**config.mk**
```make
export PLATFORM = sky130hd
export DESIGN_NAME = sorted_union_merge
export DESIGN_NICKNAME = d
export VERILOG_FILES = /design/src/rtl/smerge_pkg.sv /design/src/rtl/smerge_head.sv /design/src/rtl/smerge_pick.sv /design/src/rtl/smerge_outreg.sv /design/src/rtl/sorted_union_merge.sv
export SDC_FILE = /design/constraint.sdc
export NUM_CORES = 1
export LEC_CHECK = 0
export BUFFER_PORTS_ARGS = -buffer_cell sky130_fd_sc_hd__clkbuf_2
export CORE_MARGIN = 10
export CORE_UTILIZATION = 50
export DETAILED_ROUTE_END_ITERATION = 10
export GPL_TIMING_DRIVEN = 0
export PLACE_DENSITY_LB_ADDON = 0.3
export SYNTH_ARGS = -nofsm -noshare
export SYNTH_HDL_FRONTEND = slang
export SYNTH_HIERARCHICAL = 1
export SYNTH_SLANG_ARGS = --single-unit
```
**constraint.sdc**
```tcl
create_clock -name clk -period 2.9 [get_ports clk]
set_input_delay 0.435 -clock clk [delete_from_list [all_inputs] [get_ports clk]]
set_output_delay 0.435 -clock clk [all_outputs]
set_load 0.005 [all_outputs]
```
**src/rtl/smerge_pkg.sv**
```systemverilog
package smerge_pkg;
  // which head(s) feed the current output decision
  typedef enum logic [1:0] {
    PICK_NONE = 2'b00,
    PICK_A    = 2'b01,
    PICK_B    = 2'b10,
    PICK_BOTH = 2'b11
  } pick_e;
endpackage

```
**src/rtl/smerge_head.sv**
```systemverilog
// One-entry head register for an input stream.
module smerge_head #(
  parameter int W = 16
) (
  input  logic         clk,
  input  logic         rst,
  input  logic         in_valid,
  output logic         in_ready,
  input  logic [W-1:0] in_data,
  input  logic         pop,
  output logic         head_valid,
  output logic [W-1:0] head_data
);
  logic         hv_q;
  logic [W-1:0] hd_q;

  assign in_ready   = !hv_q || pop;
  assign head_valid = hv_q;
  assign head_data  = hd_q;

  always_ff @(posedge clk) begin
    if (rst) begin
      hv_q <= 1'b0;
    end else if (in_valid && in_ready) begin
      hv_q <= 1'b1;
    end else if (pop) begin
      hv_q <= 1'b0;
    end
  end

  always_ff @(posedge clk) begin
    if (in_valid && in_ready) begin
      hd_q <= in_data;
    end
  end
endmodule

```
**src/rtl/smerge_pick.sv**
```systemverilog
// Compares the heads and decides what to emit and which heads to consume.
module smerge_pick
  import smerge_pkg::*;
#(
  parameter int W = 16
) (
  input  logic         a_v,
  input  logic [W-1:0] a_d,
  input  logic         b_v,
  input  logic [W-1:0] b_d,
  input  logic         slot_free,
  output logic         load,
  output logic [W-1:0] load_data,
  output logic         pop_a,
  output logic         pop_b
);
  pick_e pick;

  always_comb begin
    pick = PICK_NONE;
    if (a_v && b_v && slot_free) begin
      if (a_d < b_d) begin
        pick = PICK_A;
      end else if (b_d < a_d) begin
        pick = PICK_B;
      end else begin
        pick = PICK_BOTH;
      end
    end
  end

  assign load      = (pick != PICK_NONE);
  assign load_data = (pick == PICK_B) ? b_d : a_d;
  assign pop_a     = (pick == PICK_A) || (pick == PICK_BOTH);
  assign pop_b     = (pick == PICK_B) || (pick == PICK_BOTH);
endmodule

```
**src/rtl/smerge_outreg.sv**
```systemverilog
// Registered output stage with valid/ready.
module smerge_outreg #(
  parameter int W = 16
) (
  input  logic         clk,
  input  logic         rst,
  input  logic         load,
  input  logic [W-1:0] load_data,
  output logic         slot_free,
  output logic         m_valid,
  input  logic         m_ready,
  output logic [W-1:0] m_data
);
  logic         v_q;
  logic [W-1:0] d_q;

  assign slot_free = !v_q || m_ready;
  assign m_valid   = v_q;
  assign m_data    = d_q;

  always_ff @(posedge clk) begin
    if (rst) begin
      v_q <= 1'b0;
    end else if (load) begin
      v_q <= 1'b1;
    end else if (m_ready) begin
      v_q <= 1'b0;
    end
  end

  always_ff @(posedge clk) begin
    if (load) begin
      d_q <= load_data;
    end
  end
endmodule

```
**src/rtl/sorted_union_merge.sv**
```systemverilog
module sorted_union_merge #(
  parameter int W = 16
) (
  input  logic         clk,
  input  logic         rst,
  input  logic         a_valid,
  output logic         a_ready,
  input  logic [W-1:0] a_data,
  input  logic         b_valid,
  output logic         b_ready,
  input  logic [W-1:0] b_data,
  output logic         m_valid,
  input  logic         m_ready,
  output logic [W-1:0] m_data
);
  localparam int NSRC = 2;

  logic [NSRC-1:0]         src_valid;
  logic [NSRC-1:0]         src_ready;
  logic [NSRC-1:0][W-1:0]  src_data;
  logic [NSRC-1:0]         head_v;
  logic [NSRC-1:0][W-1:0]  head_d;
  logic [NSRC-1:0]         pop;
  logic                    slot_free;
  logic                    load;
  logic [W-1:0]            load_data;

  assign src_valid = {b_valid, a_valid};
  assign src_data  = {b_data, a_data};
  assign a_ready   = src_ready[0];
  assign b_ready   = src_ready[1];

  for (genvar g = 0; g < NSRC; g++) begin : g_head
    smerge_head #(.W(W)) u_head (
      .clk        (clk),
      .rst        (rst),
      .in_valid   (src_valid[g]),
      .in_ready   (src_ready[g]),
      .in_data    (src_data[g]),
      .pop        (pop[g]),
      .head_valid (head_v[g]),
      .head_data  (head_d[g])
    );
  end

  smerge_pick #(.W(W)) u_pick (
    .a_v       (head_v[0]),
    .a_d       (head_d[0]),
    .b_v       (head_v[1]),
    .b_d       (head_d[1]),
    .slot_free (slot_free),
    .load      (load),
    .load_data (load_data),
    .pop_a     (pop[0]),
    .pop_b     (pop[1])
  );

  smerge_outreg #(.W(W)) u_out (
    .clk       (clk),
    .rst       (rst),
    .load      (load),
    .load_data (load_data),
    .slot_free (slot_free),
    .m_valid   (m_valid),
    .m_ready   (m_ready),
    .m_data    (m_data)
  );
endmodule

```
==> key figures <==
Run status
  • Status: complete, no violations

Pwr
  • Power per cell area: roughly 520 mW/mm2
  • Clock Power Share: a little over a quarter
  • Worst-case vdd ir drop: approximately 0.25 mV
  • Leakage: ~0.0012 uW
  • Reg power frac: roughly three fifths
  • Internal Power: about 1100 uW
  • Net switching power figure: 317 uW
  • Fraction of power spent switching nets: 22.3%
  • Logic pwr share: ~12%

Route
  • Wire per inst: 17.2 um
  • Via/cell ratio: 5.13
  • Routed Wire Length: ~4400 um
  • Drt first-iter violations: 32
  • Via count: between 1000 and 1500
  • DR pass1 iterations: 4
  • Residual antenna-violating net count after detailed routing: 0
  • Drt drc: 0

Clocking
  • Bufs on Longest Clock Path: 2
  • TritonCTS sink count: slightly above 50
  • Cts-stage hold buffer count: 0
  • Root Buffer: clkbuf_8
  • # resized after CTS: 0
  • Clock-pin slew of the registers on the worst-case setup and hold paths: ~0.090 ns
  • Buffers inserted during post-CTS setup optimization: 0
  • Depth of the CTS H-tree: 2
  • Num CTS Buffers: 5
  • Clock tree from TritonCTS: done
  • Later-pin clock latency in the skew report: about 0.3 ns

Worst hold path
  • Start point of the worst min-delay path: b_data[1]
  • HP Class: input pin to flip-flop
  • WHS Path Cells: 1
  • Worst hold endpoint: g_head[1].u_head/head_data[1]$_DFFE_PP_

Floorplanning
  • Full die area: ~0.0077 mm2
  • Core Box Area: around 0.0044 mm2
  • Width of the chip: around 88 um
  • Cell Rows: 24
  • I/O pin count: between 50 and 60
  • Initial standard-cell utilization of the core: 52.2%
  • Die Y: about 88 um

Synth
  • Simple logic cell fraction of the synthesized area: 6.84%
  • Fraction of the yosys area taken by sequential cells: 65.2%
  • Xor/xnor share of the synthesized area: 0%
  • Compound-cell area share of the yosys netlist: approximately 5.7%
  • Synth Instances: 140
  • Post-synth cell types: 27
  • Number of synthesized register bits: 51
  • Warning count from the yosys run: 6
  • Post-Synth Adder-Cell Area: 8.69%
  • Cell area after technology mapping: approximately 0.0023 mm2
  • Avg Synthesized Cell Area: about 16 um2
  • Mux cell area share after synthesis: roughly a tenth
  • Post-synthesis net count: about 190
  • Combinational family with the most area after synthesis: multiplexers

Placed design
  • Number of port buffers: 55
  • Final weighted congestion in routability-driven placement: between 0.6 and 0.7
  • Cell Count Post-Placement: between 200 and 250
  • Post-Place Worst Slack: between 0.3 and 0.4 ns
  • Hpwl dp: 3420 um

GRT
  • Total global routing track utilization: about 12%
  • Remaining global-route overflow: 0
  • Initial antenna violation count: 0
  • Maximum number of pins on one net before global-route repair: 19
  • First-pass GRT wire length: approximately 7000 um
  • Via count of the first global-routing pass: about 1500

Finish
  • Nets: 255
  • Fill count: ~340
  • Number of cells in the finished layout apart from fillers: roughly 260
  • Synth-to-layout area growth: 18.5%
  • Number of antenna cells inserted: 0
  • Layout cell share with drive strength beyond 1: 45.3%

Timing
  • Total negative slack for setup checks: 0 ns
  • Setup repair after global routing missed its margin: no
  • Final Setup Violations: 0
  • Transition at the pin with the smallest max-transition slack: approximately 0.80 ns
  • Minimum period implied by the final worst setup slack: 2.67 ns
  • Hold Fails Final Rpt: 0
  • Portion of the clock cycle consumed by the worst path in the final layout: between 90 and 100%
  • Setup slack of the critical path after layout: roughly 0.23 ns
  • Final count of pins violating max slew: 0
  • Maximum frequency from static timing analysis: 0.374 GHz
  • Relative slew slack: a little under half
  • Clock skew after layout: about 0.0063 ns

Critical path
  • Data arrival, critical path: 2.24 ns
  • Critical Path RT: 2.47 ns
  • Worst Setup Start Kind: flip-flop
  • Worst r2r dst: g_head[1].u_head/head_data[5]$_DFFE_PP_
  • Type of the worst setup path: flip-flop to output pin
  • Setup slack on the worst flop-to-flop path: around 0.46 ns
  • Critical-path maximum fanout: 5
  • Critical path capture point type: output pin
  • Reg-to-reg critical path startpoint: g_head[1].u_head/head_data[15]$_DFFE_PP_
  • Worst R2R Path Depth: 6

Run
  • Number of maximum-capacitance violations: 0
[area by class of cell]
class / count / area [um2] / share of cell area [%]
Buffer: 1 / 20.0 / 0.734
Clock buffer: 6 / 72.6 / 2.66
Clock inverter: 2 / 12.5 / 0.459
Inverter: 20 / 75.1 / 2.75
Multi-Input combinational cell: 68 / 707 / 25.9
Sequential cell: 51 / 1500 / 55.0
Tap cell: 52 / 65.1 / 2.38
Timing Repair Buffer: 55 / 275 / 10.1
[how the worst max path moves through the flow]
stage                                             startpoint                                      end  slack [ns]  depth (start not counted)
floorplan           g_head[1].u_head/head_data[15]$_DFFE_PP_  g_head[1].u_head/head_data[0]$_DFFE_PP_        0.71                          6
global placement                                     m_ready               u_out/m_data[12]$_DFFE_PP_        0.41                          7
detailed placement                                   m_ready                u_out/m_data[6]$_DFFE_PP_        0.36                          7
CTS                 g_head[1].u_head/head_data[15]$_DFFE_PP_                                  b_ready        0.21                          6
global route        g_head[1].u_head/head_data[15]$_DFFE_PP_                                  b_ready        0.11                          6
finish              g_head[1].u_head/head_data[15]$_DFFE_PP_                                  b_ready        0.23                          6
[cell usage after synthesis]
library cell / n / area (um2)
a2111o_1: 1 / 11.3
nand3_1: 2 / 10.0
a21oi_2: 4 / 35.0
ha_1: 16 / 200
nand4_1: 3 / 18.8
and2_4: 2 / 17.5
o21ai_2: 1 / 8.76
edfxtp_1: 48 / 1440
a21oi_1: 6 / 30.0
nand2_1: 2 / 7.51
o211ai_1: 1 / 7.51
dfxtp_1: 3 / 60.1
mux2_2: 6 / 67.6
nand2b_4: 3 / 41.3
a211oi_4: 1 / 20.0
nor3_1: 1 / 5.00
or4_1: 1 / 7.51
mux2_4: 10 / 150
nor2b_1: 2 / 12.5
nor2_1: 1 / 3.75
o21bai_1: 1 / 7.51
nand4_4: 1 / 21.3
o21ai_1: 1 / 5.00
nand4_2: 1 / 12.5
buf_12: 1 / 20.0
inv_1: 20 / 75.1
a31oi_1: 1 / 6.26
[through the flow]
stage	hold WS (ns)	utilization [%]	total power, uW	cell area (um2)
after floorplan	0.485	-	987	2300
after global placement	0.483	59.9	1040	2640
after detailed placement	0.495	59.9	1050	2640
after CTS	0.294	61.8	1440	2730
after global routing	0.285	61.8	1490	2730
final	0.304	61.8	1420	2730
[power groups by stage]
stage	clock, uW	combinational [uW]	sequential (uW)
global route	428	182	876
detailed placement	0	164	888
CTS	404	166	871
floorplan	0	104	883
global placement	0	158	885
finish	385	163	871
[cells in the final DEF, fill, tap and decap left out, types with 2 or more instances in the layout]
cell type	netlist	layout
a21oi_1	6	6
a21oi_2	4	4
and2_4	2	2
clkbuf_2	0	55
clkbuf_8	0	5
dfxtp_1	3	3
edfxtp_1	48	48
ha_1	16	16
inv_1	20	20
mux2_2	6	6
mux2_4	10	10
nand2_1	2	2
nand2b_4	3	3
nand3_1	2	2
nand4_1	3	3
nor2b_1	2	2
[sequential cells by signal, indices dropped and copies added, names as in the netlist]
register	count
g_head.u_head/head_valid	2
u_out/m_data	16
g_head.u_head/head_data	32
u_out/m_valid	1
[per-layer routing]
metal | GRT usage [%] | part of all wire [%] | vias up
li1 | - | - | 643
met5 | 0 | 0 | -
met2 | 20.8 | 51 | 39
met4 | 5.80 | 2.4 | 0
met1 | 12.7 | 39 | 617
met3 | 4.36 | 7.2 | 8
[logic make-up after synthesis]
group / after synthesis
AND/OR/NAND/NOR: 19
buffers and inverters: 21
adder cells (fa/ha/maj): 16
AO/OA/AOI/OAI: 17
flip-flops: 51
multiplexers: 16
[critical path, stage by stage (launching register included)]
cell and delay, ns:
edfxtp_1 0.40, ha_1 0.34, nand4_2 0.18, or4_1 0.55
a21oi_1 0.18, nand2b_4 0.17, clkbuf_2 0.12
Note: power is estimated with default switching activity, not from simulation.
